$ cat config.mk
export PLATFORM = sky130hd
export DESIGN_NAME = poll_exit_qual
export DESIGN_NICKNAME = d
export VERILOG_FILES = /design/src/rtl/poll_exit_qual.sv
export SDC_FILE = /design/constraint.sdc
export NUM_CORES = 1
export LEC_CHECK = 0
export BUFFER_PORTS_ARGS = -buffer_cell sky130_fd_sc_hd__buf_4
export CORE_MARGIN = 3
export CORE_UTILIZATION = 40
export CTS_CLUSTER_SIZE = 12
export DETAILED_ROUTE_END_ITERATION = 8
export PLACE_DENSITY = 0.67
export SYNTH_ARGS = -nofsm -noshare
export SYNTH_HDL_FRONTEND = slang
export SYNTH_SLANG_ARGS = --single-unit
$ cat constraint.sdc
create_clock -name clk -period 2.9 [get_ports clk]
set_input_delay 0.435 -clock clk [delete_from_list [all_inputs] [get_ports clk]]
set_output_delay 0.435 -clock clk [all_outputs]
set_load 0.01 [all_outputs]
$ cat src/rtl/poll_exit_qual.sv
module poll_exit_qual #(
  parameter int LANES         = 4,
  parameter int TX_MIN        = 1024,
  parameter int CONSEC        = 8,
  parameter int TIMEOUT_TICKS = 24000
) (
  input  logic             clk,
  input  logic             rst_n,
  input  logic             enter,
  input  logic [LANES-1:0] rx_det,
  input  logic [LANES-1:0] pred_mask,
  input  logic [LANES-1:0] ts_rx_vld,
  input  logic [LANES-1:0] other_blk,
  input  logic [LANES-1:0] ei_exit,
  input  logic             tx_ts1,
  input  logic             tick,
  output logic             go_cfg,
  output logic             go_det
);
  localparam int CW = $clog2(CONSEC + 1);
  localparam int TW = $clog2(TX_MIN + 1);
  localparam int MW = $clog2(TIMEOUT_TICKS + 1);

  logic             active;
  logic [LANES-1:0] det_q;
  logic [LANES-1:0] ei_seen;
  logic [LANES-1:0] lane_ok;
  logic [CW-1:0]    run_cnt [LANES];
  logic [TW-1:0]    tx_all;
  logic [TW-1:0]    tx_aft;
  logic             rx_any;
  logic [MW-1:0]    tmr;

  for (genvar i = 0; i < LANES; i++) begin : g_lane
    always_ff @(posedge clk or negedge rst_n) begin
      if (!rst_n)
        run_cnt[i] <= '0;
      else if (enter)
        run_cnt[i] <= '0;
      else if (active) begin
        if (other_blk[i])
          run_cnt[i] <= '0;
        else if (ts_rx_vld[i] && !lane_ok[i])
          run_cnt[i] <= run_cnt[i] + 1'b1;
      end
    end
    assign lane_ok[i] = (run_cnt[i] == CW'(CONSEC));

    a_r2_run_sat: assert property (@(posedge clk) disable iff (!rst_n)
      run_cnt[i] <= CW'(CONSEC));
    a_r3_blk_clears: assert property (@(posedge clk) disable iff (!rst_n)
      (active && !enter && other_blk[i]) |=> (run_cnt[i] == '0));
  end

  wire tx_done   = (tx_all == TW'(TX_MIN));
  wire aft_done  = (tx_aft == TW'(TX_MIN));
  wire timed_out = (tmr == MW'(TIMEOUT_TICKS));
  wire all_ok    = &(lane_ok | ~det_q);
  wire one_ok    = |(lane_ok & det_q);
  wire ei_ok     = &(ei_seen | ~(pred_mask & det_q));
  wire norm_ok   = tx_done && all_ok && (det_q != '0);
  wire fb_ok     = aft_done && one_ok && ei_ok;

  always_ff @(posedge clk or negedge rst_n) begin
    if (!rst_n) begin
      active  <= 1'b0;
      go_cfg  <= 1'b0;
      go_det  <= 1'b0;
      det_q   <= '0;
      ei_seen <= '0;
      tx_all  <= '0;
      tx_aft  <= '0;
      rx_any  <= 1'b0;
      tmr     <= '0;
    end else if (enter) begin
      active  <= 1'b1;
      go_cfg  <= 1'b0;
      go_det  <= 1'b0;
      det_q   <= rx_det;
      ei_seen <= '0;
      tx_all  <= '0;
      tx_aft  <= '0;
      rx_any  <= 1'b0;
      tmr     <= '0;
    end else if (active) begin
      ei_seen <= ei_seen | ei_exit;
      if (tx_ts1 && !tx_done)
        tx_all <= tx_all + 1'b1;
      if (tx_ts1 && rx_any && !aft_done)
        tx_aft <= tx_aft + 1'b1;
      if (|(ts_rx_vld & det_q))
        rx_any <= 1'b1;
      if (tick && !timed_out)
        tmr <= tmr + 1'b1;
      if (norm_ok) begin
        go_cfg <= 1'b1;
        active <= 1'b0;
      end else if (timed_out) begin
        active <= 1'b0;
        if (fb_ok) go_cfg <= 1'b1;
        else       go_det <= 1'b1;
      end
    end
  end

  a_r7_exclusive: assert property (@(posedge clk) disable iff (!rst_n)
    !(go_cfg && go_det));
  a_r7_cfg_hold: assert property (@(posedge clk) disable iff (!rst_n)
    (go_cfg && !enter) |=> go_cfg);
  a_r7_det_hold: assert property (@(posedge clk) disable iff (!rst_n)
    (go_det && !enter) |=> go_det);
  a_r7_enter_clears: assert property (@(posedge clk) disable iff (!rst_n)
    enter |=> (!go_cfg && !go_det));
  a_r6_det_after_timeout: assert property (@(posedge clk) disable iff (!rst_n)
    $rose(go_det) |-> $past(timed_out));
  a_r1_cfg_needs_tx: assert property (@(posedge clk) disable iff (!rst_n)
    $rose(go_cfg) |-> $past(tx_done || aft_done));
endmodule

==> flow_summary.toml <==
[clock_network]
cts_tree = "built"
insertion_delay_ps = 340
clk_pin_slew_worst_paths_ps = 70
htreeDepth = 3
hold_buffers = 0
cts_resized = 0
postCtsSetupBuffers = 0
cts-root-buf = "clkbuf_8"
clkSinkCount = 65
cts_buffers = 9
cts.path.max_buffers = 2

[critical_path]
start_kind = "flip-flop"
cp_top_family = "simple AND/OR/NAND/NOR gates"
worstPathCellList = "inv_1 -> ha_1 -> or4b_4 -> o311ai_4 -> nor3_1 -> xnor2_1 -> nor2_1"
crit_buf_inv = 1
startpoint = "tx_aft[0]$_DFFE_PN0P_"
crit_fanout = 8
worstReg2RegStart = "tx_aft[0]$_DFFE_PN0P_"
crit_path_end_kind = "flip-flop"
critical-path-max-stage-delay_ps = 510
crit_type = "reg2reg"
crit_arrival_ps = 2180
crit_slowest_cell = "or4b_4"
crit_required_ps = 3110

[layout]
layout.nets = 436
drive_gt1_share_pct = 13.18
fillCellCount = 753
final_common_cell = "dfrtp_1"
final_cell_mix = "dfrtp_1 (65), nor2_1 (48), nand2_1 (32)"
diodes = 0
area_delta_synth_final_pct = 14.48

[timing]
worst_pin_slew_ps = 809.0
setup_viol = 0
worst_slack_ps = 932.8
fmax_mhz = 508.3
rsz0062_at_grt = "false"
drv_slew = 0
clock_skew_ps = 7.996
period_share_pct = 67.83
fin_tns_setup_ps = 0
hold_violations = 0
period_minus_slack_ps = 1967
slew_headroom_pct = 46.07

[route]
ant_nets = 0
dr.pass1.iters = 4
wl_per_cell_um = 13.93
wl_um = 7062
vias_per_cell = 5.363
via_count = 2719
drtIter0Drc = 161
post-route-drc-count = 0

[grt]
grt_first_pass_wirelength_um = 12210
antenna_found_initial = 0
grt_usage_pct = 15.33
grt_max_degree = 66
grt_pass1_vias = 2605
overflow = 0

[synth]
syn_nets = 404
async_flop_share_pct = 100.0
yosys_most_used_dff = "dfrtp_1"
avgSynthCellArea_um2 = 9.543
netlist_area_um2 = 3483
synth_top_area_share_pct = 46.70
yosys_warnings = 0
yosys.area.top_type = "dfrtp_1"
seq_area_frac_synth_pct = 46.70
synthCells = 365
synth_edf_count = 0
ys_ff_latch = 65
ys_top_cells_by_area = "dfrtp_1 (47%), nor2_1 (5.2%), ha_1 (5.0%), xor2_1 (4.5%), nand2_1 (3.4%)"
ys_types = 46

[flow_run]
maxCapViolCount = 0

[placement]
io_buffers = 26
dp_hpwl_um = 5005
pre_cts_slack_ps = 841.9
gp_congestion = 0.8595

[die]
die_h_um = 99.32
die_w_um = 99.32
start_util_pct = 41.76
design.core.area_um2 = 8341
ioPinCount = 27
rows = 33
dieArea_um2 = 9864

[worst_hold_path]
hold_class = "in2async"

[power_and_ir_drop]
vdd_drop_max_mv = 0.1894
p_per_area_nw_per_um2 = 471.1
p_leak_nw = 1.788

[run_status]
status = "complete, no violations"
[cells in the mapped netlist (2+ instances only)]
cell / count
and3_1: 2
clkbuf_1: 6
a21oi_1: 20
and2_1: 2
nand4b_1: 7
nand2b_1: 4
o21ai_0: 15
mux2_2: 3
o22ai_1: 2
ha_1: 14
nand4_1: 11
o21ai_1: 5
nand3_1: 23
and4_1: 4
nand3b_1: 4
xor2_1: 18
inv_1: 20
or4b_4: 2
nor4_1: 5
xnor2_1: 12
nor2_1: 48
nand2_1: 32
or3_1: 4
a22oi_1: 2
nor3_1: 8
dfrtp_1: 65
mux2i_1: 5
a21o_1: 4
[cells by family after synthesis]
logic type / count (synthesis) / synth area share (%)
simple gates: 162 / 24.10
flops: 65 / 46.70
compound gates: 59 / 11.31
xor+xnor: 30 / 7.543
buf+inv: 27 / 2.909
fa+ha+maj: 14 / 5.029
mux: 8 / 2.407
[worst paths after layout]
| path | to | slack [ps] | cells past startpoint |
|---|---|---|---|
| setup / recovery | tx_aft[10]$_DFFE_PN0P_ | 930 | 7 |
| hold / removal | run_cnt[10]$_DFFE_PN0P_ | 180 | 1 |
| setup reg to reg | tx_aft[10]$_DFFE_PN0P_ | 930 | 7 |
| hold reg to reg | ei_seen[3]$_DFFE_PN0N_ | 500 | 2 |
| max in group asynchronous | tx_aft[7]$_DFFE_PN0P_ | 2180 | 1 |
| min in group clk | det_q[2]$_DFFE_PN0P_ | 310 | 3 |
[routing by layer]
| layer | vias up | track usage, % | share of wire (%) |
|---|---|---|---|
| met4 | 0 | 6.933 | 1.7 |
| met1 | 1316 | 21.60 | 50 |
| li1 | 1344 | - | - |
| met3 | 14 | 2.945 | 4.0 |
| met2 | 45 | 22.88 | 45 |
| met5 | - | 0 | 0 |
[stage by stage]
stage | total power, W | instances | area (um^2) | hold WS (ps) | util [%]
after global routing | 0.001964 | 507 | 3988 | 256.5 | 47.81
after detailed placement | 0.001141 | 491 | 3799 | 487.0 | 45.54
after floorplan | 0.001064 | 365 | 3483 | 139.4 | -
after CTS | 0.001901 | 507 | 3988 | 217.1 | 47.81
final | 0.001879 | 507 | 3988 | 180.9 | 47.81
after global placement | 0.001135 | 491 | 3799 | 477.2 | 45.54
[worst reg2reg max path, stage by stage (launching register included)]
cell,delay (ps)
dfrtp_1,390
inv_1,100
ha_1,150
or4b_4,510
o311ai_4,390
nor3_1,120
xnor2_1,140
nor2_1,50
[where the power goes]
group / total (W) / switching [W] / internal [W]
Clock: 0.000757 / 0.000338 / 0.000419
Combinational: 0.000165 / 0.0000979 / 0.0000669
Sequential: 0.000956 / 0.0000253 / 0.000931
[sequential cells by signal, indices dropped and copies added, names as in the netlist]
name	count
run_cnt	16
tmr	15
tx_aft	11
tx_all	11
det_q	4
ei_seen	4
active	1
go_cfg	1
go_det	1
rx_any	1
[layout make-up]
| cell class | count | area [um^2] | area share [%] |
|---|---|---|---|
| timing repair buffer | 28 | 210.2 | 5.271 |
| clock inverter | 3 | 40.04 | 1.004 |
| inverter | 20 | 75.07 | 1.883 |
| sequential | 65 | 1627 | 40.79 |
| clock buffer | 13 | 148.9 | 3.734 |
| tap | 105 | 131.4 | 3.295 |
| multi-input combinational | 273 | 1755 | 44.02 |
(Power assumes the default switching activity.)
